`src/rtl/iap_pkg.sv`:
```
package iap_pkg;

  localparam int AW        = 12;
  localparam int DW        = 8;
  localparam int N_PTR     = 3;
  localparam int IW        = (N_PTR > 1) ? $clog2(N_PTR) : 1;
  localparam int HI_W      = AW - DW;
  localparam int GRP_SPAN  = 8;
  localparam int GRP_LSB   = $clog2(GRP_SPAN);
  localparam logic [AW-1:0] GRP_TOP = 12'hFE8;

  typedef enum logic [2:0] {
    K_NONE,
    K_PLAIN,
    K_POSTINC,
    K_POSTDEC,
    K_PREINC,
    K_INDEX,
    K_PHI,
    K_PLO
  } kind_e;

  typedef struct packed {
    kind_e           kind;
    logic [IW-1:0]   idx;
  } dec_t;

  function automatic logic is_operand(input kind_e k);
    return (k == K_PLAIN) || (k == K_POSTINC) || (k == K_POSTDEC) ||
           (k == K_PREINC) || (k == K_INDEX);
  endfunction

  function automatic logic is_preg(input kind_e k);
    return (k == K_PHI) || (k == K_PLO);
  endfunction

  function automatic dec_t decode_addr(input logic [AW-1:0] a);
    dec_t          d;
    logic [AW-1:0] base;
    d.kind = K_NONE;
    d.idx  = '0;
    for (int k = 0; k < N_PTR; k++) begin
      base = GRP_TOP - AW'(GRP_SPAN * k);
      if (a[AW-1:GRP_LSB] == base[AW-1:GRP_LSB]) begin
        d.idx = IW'(k);
        case (a[GRP_LSB-1:0])
          3'd7:    d.kind = K_PLAIN;
          3'd6:    d.kind = K_POSTINC;
          3'd5:    d.kind = K_POSTDEC;
          3'd4:    d.kind = K_PREINC;
          3'd3:    d.kind = K_INDEX;
          3'd2:    d.kind = K_PHI;
          3'd1:    d.kind = K_PLO;
          default: d.kind = K_NONE;
        endcase
      end
    end
    return d;
  endfunction

endpackage

```
`src/rtl/iap_decode.sv`:
```
module iap_decode
  import iap_pkg::*;
(
  input  logic [AW-1:0] addr,
  output dec_t          dec,
  output logic          operand,
  output logic          preg
);

  always_comb begin
    dec     = decode_addr(addr);
    operand = is_operand(dec.kind);
    preg    = is_preg(dec.kind);
  end

endmodule

```
`src/rtl/iap_agen.sv`:
```
module iap_agen
  import iap_pkg::*;
(
  input  kind_e         kind,
  input  logic [AW-1:0] ptr_val,
  input  logic [DW-1:0] offset,
  output logic [AW-1:0] addr,
  output logic [AW-1:0] next_val,
  output logic          upd
);

  logic [AW-1:0] inc_val;
  logic [AW-1:0] dec_val;
  logic [AW-1:0] sext_off;

  assign inc_val  = ptr_val + AW'(1);
  assign dec_val  = ptr_val - AW'(1);
  assign sext_off = {{(AW-DW){offset[DW-1]}}, offset};

  always_comb begin
    addr     = ptr_val;
    next_val = ptr_val;
    upd      = 1'b0;
    unique case (kind)
      K_POSTINC: begin
        next_val = inc_val;
        upd      = 1'b1;
      end
      K_POSTDEC: begin
        next_val = dec_val;
        upd      = 1'b1;
      end
      K_PREINC: begin
        addr     = inc_val;
        next_val = inc_val;
        upd      = 1'b1;
      end
      K_INDEX: begin
        addr = ptr_val + sext_off;
      end
      default: begin
        addr = ptr_val;
      end
    endcase
  end

endmodule

```
`src/rtl/iap_ptr_reg.sv`:
```
module iap_ptr_reg
  import iap_pkg::*;
(
  input  logic          clk,
  input  logic          rst_n,
  input  logic          upd_en,
  input  logic [AW-1:0] upd_val,
  input  logic          dir_lo_we,
  input  logic          dir_hi_we,
  input  logic [DW-1:0] dir_data,
  input  logic          ind_lo_we,
  input  logic          ind_hi_we,
  input  logic [DW-1:0] ind_data,
  output logic [AW-1:0] q
);

  logic            any_we;
  logic [DW-1:0]   lo_nxt;
  logic [HI_W-1:0] hi_nxt;
  logic            unused_upper;

  assign any_we       = dir_lo_we | dir_hi_we | ind_lo_we | ind_hi_we;
  assign unused_upper = ^{dir_data[DW-1:HI_W], ind_data[DW-1:HI_W]};

  always_comb begin
    lo_nxt = q[DW-1:0];
    hi_nxt = q[AW-1:DW];
    if (any_we) begin
      if (dir_lo_we)      lo_nxt = dir_data;
      else if (ind_lo_we) lo_nxt = ind_data;
      if (dir_hi_we)      hi_nxt = dir_data[HI_W-1:0];
      else if (ind_hi_we) hi_nxt = ind_data[HI_W-1:0];
    end else if (upd_en) begin
      lo_nxt = upd_val[DW-1:0];
      hi_nxt = upd_val[AW-1:DW];
    end
  end

  always_ff @(posedge clk or negedge rst_n) begin
    if (!rst_n) q <= '0;
    else        q <= {hi_nxt, lo_nxt};
  end

  AST_DIRECT_LO_WINS: assert property (@(posedge clk) disable iff (!rst_n)
    dir_lo_we |=> q[DW-1:0] == $past(dir_data));
  AST_DIRECT_HI_NIBBLE: assert property (@(posedge clk) disable iff (!rst_n)
    dir_hi_we |=> q[AW-1:DW] == $past(dir_data[HI_W-1:0]));
  AST_SELF_WRITE_LO: assert property (@(posedge clk) disable iff (!rst_n)
    (ind_lo_we && !dir_lo_we) |=> q[DW-1:0] == $past(ind_data));
  AST_IDLE_HOLD: assert property (@(posedge clk) disable iff (!rst_n)
    (!any_we && !upd_en) |=> $stable(q));

endmodule

```
`src/rtl/iap_unit.sv`:
```
module iap_unit
  import iap_pkg::*;
(
  input  logic                clk,
  input  logic                rst_n,
  input  logic                acc_valid,
  input  logic                acc_write,
  input  logic [AW-1:0]       acc_addr,
  input  logic [DW-1:0]       acc_wdata,
  input  logic [DW-1:0]       wreg,
  input  logic                dw_en,
  input  logic [IW-1:0]       dw_ptr,
  input  logic                dw_hi,
  input  logic [DW-1:0]       dw_data,
  output logic [AW-1:0]       eff_addr,
  output logic                ind_active,
  output logic                rd_force_zero,
  output logic                wr_suppress,
  output logic [N_PTR*AW-1:0] ptr_flat
);

  logic [AW-1:0] ptr_q [N_PTR];

  dec_t          op_dec;
  logic          op_is_operand;
  logic          op_is_preg;
  dec_t          tg_dec;
  logic          tg_is_operand;
  logic          tg_is_preg;
  logic [AW-1:0] sel_ptr;
  logic [AW-1:0] gen_addr;
  logic [AW-1:0] gen_next;
  logic          gen_upd;
  logic          ind_bw;
  logic          own_touch;

  iap_decode u_op_dec (
    .addr    (acc_addr),
    .dec     (op_dec),
    .operand (op_is_operand),
    .preg    (op_is_preg)
  );

  assign sel_ptr    = ptr_q[op_dec.idx];
  assign ind_active = acc_valid & op_is_operand;

  iap_agen u_agen (
    .kind     (op_dec.kind),
    .ptr_val  (sel_ptr),
    .offset   (wreg),
    .addr     (gen_addr),
    .next_val (gen_next),
    .upd      (gen_upd)
  );

  iap_decode u_tg_dec (
    .addr    (gen_addr),
    .dec     (tg_dec),
    .operand (tg_is_operand),
    .preg    (tg_is_preg)
  );

  assign eff_addr      = ind_active ? gen_addr : acc_addr;
  assign rd_force_zero = ind_active & ~acc_write & tg_is_operand;
  assign wr_suppress   = ind_active &  acc_write & tg_is_operand;
  assign ind_bw        = ind_active &  acc_write & tg_is_preg;

  logic unused_op_preg;
  assign unused_op_preg = op_is_preg;

  for (genvar k = 0; k < N_PTR; k++) begin : g_ptr
    logic sel_here;
    logic tgt_here;
    logic dir_here;
    assign sel_here = (op_dec.idx == IW'(k));
    assign tgt_here = ind_bw & (tg_dec.idx == IW'(k));
    assign dir_here = dw_en & (dw_ptr == IW'(k));

    iap_ptr_reg u_reg (
      .clk       (clk),
      .rst_n     (rst_n),
      .upd_en    (ind_active & gen_upd & sel_here),
      .upd_val   (gen_next),
      .dir_lo_we (dir_here & ~dw_hi),
      .dir_hi_we (dir_here &  dw_hi),
      .dir_data  (dw_data),
      .ind_lo_we (tgt_here & (tg_dec.kind == K_PLO)),
      .ind_hi_we (tgt_here & (tg_dec.kind == K_PHI)),
      .ind_data  (acc_wdata),
      .q         (ptr_q[k])
    );

    assign ptr_flat[k*AW +: AW] = ptr_q[k];
  end

  assign own_touch = (dw_en && (dw_ptr == op_dec.idx)) ||
                     (ind_bw && (tg_dec.idx == op_dec.idx));

  AST_POSTINC_STEP: assert property (@(posedge clk) disable iff (!rst_n)
    (ind_active && op_dec.kind == K_POSTINC && !own_touch)
      |=> ptr_q[$past(op_dec.idx)] == $past(sel_ptr) + AW'(1));
  AST_POSTDEC_STEP: assert property (@(posedge clk) disable iff (!rst_n)
    (ind_active && op_dec.kind == K_POSTDEC && !own_touch)
      |=> ptr_q[$past(op_dec.idx)] == $past(sel_ptr) - AW'(1));
  AST_ZERO_ONLY_ON_READ: assert property (@(posedge clk) disable iff (!rst_n)
    rd_force_zero |-> (acc_valid && !acc_write));
  AST_SUPPRESS_EXCLUSIVE: assert property (@(posedge clk) disable iff (!rst_n)
    !(rd_force_zero && wr_suppress));
  AST_PASS_THROUGH: assert property (@(posedge clk) disable iff (!rst_n)
    !acc_valid |-> (eff_addr == acc_addr && !rd_force_zero && !wr_suppress));

endmodule

```
`config.mk`:
```
export PLATFORM = sky130hd
export DESIGN_NAME = iap_unit
export DESIGN_NICKNAME = d
export VERILOG_FILES = /design/src/rtl/iap_pkg.sv /design/src/rtl/iap_decode.sv /design/src/rtl/iap_agen.sv /design/src/rtl/iap_ptr_reg.sv /design/src/rtl/iap_unit.sv
export SDC_FILE = /design/constraint.sdc
export NUM_CORES = 1
export LEC_CHECK = 0
export BUFFER_PORTS_ARGS = -buffer_cell sky130_fd_sc_hd__buf_2
export CAP_MARGIN = 25
export CORE_MARGIN = 2
export CORE_UTILIZATION = 50
export CTS_CLUSTER_DIAMETER = 150
export CTS_CLUSTER_SIZE = 12
export DETAILED_ROUTE_END_ITERATION = 16
export GPL_TIMING_DRIVEN = 0
export MAX_ROUTING_LAYER = met4
export PLACE_DENSITY = 0.77
export SLEW_MARGIN = 20
export SYNTH_ARGS = -nofsm -noshare
export SYNTH_HDL_FRONTEND = slang
export SYNTH_SLANG_ARGS = --single-unit
```
`constraint.sdc`:
```
create_clock -name clk -period 4.89 [get_ports clk]
set_input_delay 0.489 -clock clk [delete_from_list [all_inputs] [get_ports clk]]
set_output_delay 0.489 -clock clk [all_outputs]
set_load 0.01 [all_outputs]
```
==> metrics.sh <==
WORSTPATHREQUIRED_PS=5080
MAXIMUM_CLOCK_FREQUENCY_GHz=0.2000
CTSHOLDBUFFERS=0
CTS.SINKS=36
ANTENNA_VIOLATING_NETS_POST_ROUTE=0
PATH_MAX_FANOUT=10
SYNTH.AREA.TOP_CELLS='dfrtp_1 20%, mux2_2 4.7%, ha_1 4.6%'
CHIPWIDTH_UM=99.65
RSZ0062_AT_GRT='yes'
CAP_VIOLATIONS=0
WORSTSETUPPATHTYPE='input port to flip-flop'
NUM_VIAS=6032
IR_WORST_VDD_uV=376.6
TIMING.CLOCK.SKEW_PS=10.71
FIRST_ITER_VIOLATIONS=768
GP_ROUTABILITY_CONGESTION=1.015
LARGEST_REGISTER_FFS=36
SETUP_VIOL=17
SYNTH_TOP_AREA_CELL='dfrtp_1'
TIMING.FINAL.MAX_SLEW_VIOLATIONS=0
FINALNONFILLERCELLS=847
DIE_HEIGHT_UM=99.65
LAYOUT_CELL_SHARE_WITH_DRIVE_STRENGTH_BEYOND_1_PCT=39.92
GRT_USAGE_PCT=41.25
SYNTH_NET_COUNT=623
DRT_FIRST_PASS_ITERS=6
CP_CELL_SEQUENCE='buf_12, or3b_4, a211oi_4, buf_6, o22a_4, ha_4, inv_2, fa_2, nor2_1, a221oi_2, inv_1, ha_2, or3_4, mux2i_2, or2_4, nor2_4, nand4_1, and2_1, buf_2, a222oi_1, mux2_2'
FINAL.SETUP.WORST_SLACK_PS=-109.7
CLOCK_TREE_FROM_TRITONCTS='done'
DRT_VIA_DENSITY=7.122
SYNTH.CELL_AREA_UM2=4574
TOP_REGS='g_ptr.u_reg.q x36'
SYNTH_ENABLE_FLOP_CELLS=0
DRC_ERRORS=0
SYNTH.TOP_CELL.AREA_SHARE_PCT=19.69
PORT_BUFFERS=92
HPWLAFTERDP_UM=14850
SLOWEST_DELAY_PS=560
POWER_PER_CELL_AREA_nW_PER_UM2=467.8
SYNTH_TOP_FAMILY_BY_AREA='compound AO/OA/AOI/OAI gates'
TIMING.FINAL.CRIT_PERIOD_PS=5000
WORST_PIN_SLEW_PS=915.5
WORST_SLEW_MARGIN_REL_PCT=38.74
GRT-OVFL-TOTAL=0
YS_WARN_COUNT=0
POSTLAYOUTCELLAREA_UM2=6299
SYNTH_COMPOUND_GATE_AREA_SHARE_PCT=31.37
CRIT_FAMILY='simple AND/OR/NAND/NOR gates'
FIRST_PASS_GRT_WIRE_LENGTH_UM=30930
PIN_COUNT=95
CTSLONGESTPATHBUFFERS=2
SEQUENTIAL_ELEMENT_SHARE_OF_THE_SYNTHESIZED_AREA_PCT=19.69
SYNTH-SIMPLE-AREA-SHARE_PCT=25.14
DP.CELLS=761
CTS_INSERTED_BUFFERS=5
VIAS_IN_THE_FIRST_GLOBAL_ROUTE=5488
YOSYSMOSTFREQUENTCELL='nand2_1'
WL_PER_CELL_UM=24.84
ROUTE.FINAL.WIRE_LENGTH_UM=21040
NUM_ANTENNA_CELLS=0
HOLD_VIOL_FINAL=0
FINALHOLDWORSTSLACK_PS=290.2
FLOORPLAN.ROWS=34
SYNTH_FA_HA_AREA_SHARE_PCT=5.088
FLOORPLAN.INITIALDENSITY_PCT=51.95
SYNTH_CELL_TYPES=89
SYNTHARSTFLOPSHARE_PCT=100.0
H-TREE-DEPTH=2
FP.COREAREA_UM2=8806
DPL_CELL_AREA_UM2=5229
OUTCOME='finished with violations'
POST-ROUTE-PERIOD-UTIL_PCT=102.2
FAILING_CHECKS='setup timing'
WORSTSETUPSTARTPOINTTYPE='input port'
CLOCK_LATENCY_PS=300
ENDPOINT_KIND='flip-flop'
YOSYS-TOP-CELLS-COUNT='44 x nand2_1, 42 x nor2_1, 36 x dfrtp_1'
FLOORPLAN.DIE_AREA_UM2=9930
GRT_ANTENNA_BEFORE_REPAIR=0
SYNTH_SEQ_CELLS=36
DATA_ARRIVAL_TIME_OF_THE_CRITICAL_PATH_PS=5190
REGISTER_WITH_THE_MOST_FLIP_FLOPS='g_ptr.u_reg.q'
SYN2LAYOUT_AREA_GROWTH_PCT=37.69
DESIGN.FINAL.NETS=800
GRT_MAX_DEGREE=37
TOTAL_LEAKAGE_POWER_nW=2.746
CPMAXSTAGEDELAYCELL='fa_2'
CP_NUM_BUF_INV=5
CLK_PIN_SLEW_WORST_PATHS_PS=90
MIN_PATH_TYPE='input port to asynchronous set/reset pin'
SYNTH_FLOP_CELL='dfrtp_1'
SYNTH-XOR-AREA-SHARE_PCT=3.638
CTS.ROOT.BUFFER_CELL='clkbuf_8'
FINAL_CORE_UTIL_PCT=71.53
AVGSYNTHCELLAREA_UM2=8.154
SYNTHCELLS=561
YOSYS-MUX-AREA-FRACTION_PCT=8.889
[routing by layer]
layer	global-route usage, %	wire [um]	up-vias
li1	-	-	2542
met1	57.18	8541	2931
met2	63.36	9339	486
met3	6.957	2492	73
met4	9.273	665	0
met5	-	0	-
[power by group]
group,switching [mW],internal (mW),total (mW)
registers,0.175,0.420,0.596
clock network,0.126,0.151,0.277
logic,1.11,0.966,2.07
total,1.41,1.54,2.95
[layout make-up]
type / instances / area [um^2]
sequential: 36 / 900.9
buffer: 23 / 141.4
clock buffer: 5 / 68.82
multi-input combinational: 462 / 3781
clock inverter: 3 / 42.54
inverter: 37 / 141.4
fill: 718 / 2507
timing repair buffer: 173 / 1087
tap: 108 / 135.1
[layout by cell type, fill, tap and decap left out, drive strengths merged, types with 9 or more instances in the layout]
cell type / instances
o22ai: 13
nor2: 44
nor3: 25
clkbuf: 18
o21a: 9
xnor2: 14
mux2i: 11
and2: 9
nand2: 44
ha: 17
dfrtp: 36
inv: 37
o211ai: 9
nand4: 11
mux2: 25
or3: 12
a21oi: 23
a222oi: 19
o21ai: 21
buf: 183
nand3: 18
[kinds of logic after synthesis]
family	Yosys count
multiplexers	36
flip-flops	36
AND/OR/NAND/NOR	211
buffers and inverters	63
AO/OA/AOI/OAI	178
XOR/XNOR	19
adder cells (fa/ha/maj)	18
[timing repair]
action | CTS | global route
hold endpoints to repair | 0 | 0
resized for setup | 39 | 40
setup endpoints to repair | 39 | 39
buffers inserted | 50 | 32
pin swaps | 20 | 33
cloned | 1 | 0
[final timing paths]
check,cells after the start,slack [ps],from,to
worst max-delay path,21,-110,acc_addr[4],g_ptr[0].u_reg.q[3]
worst max register to register,29,50,g_ptr[2].u_reg.q[2],g_ptr[1].u_reg.q[2]
worst min-delay path,1,290,rst_n,g_ptr[2].u_reg.q[5]
max in group asynchronous,1,4050,rst_n,g_ptr[1].u_reg.q[10]
worst min register to register,1,540,g_ptr[1].u_reg.q[10],g_ptr[1].u_reg.q[10]
min in group clk,1,540,g_ptr[1].u_reg.q[10],g_ptr[1].u_reg.q[10]
[through the flow]
step	setup WS, ps	TNS [ps]	power (mW)
after detailed placement	-1040	-32090	2.096
after floorplan	4.150	0	1.574
after global routing	-123.9	-2018	3.087
after CTS	-1.585	-1.585	2.657
after global placement	-963.5	-29400	2.043
final	-109.7	-768.6	2.947
No activity file was read; power rests on OpenSTA's default activity.
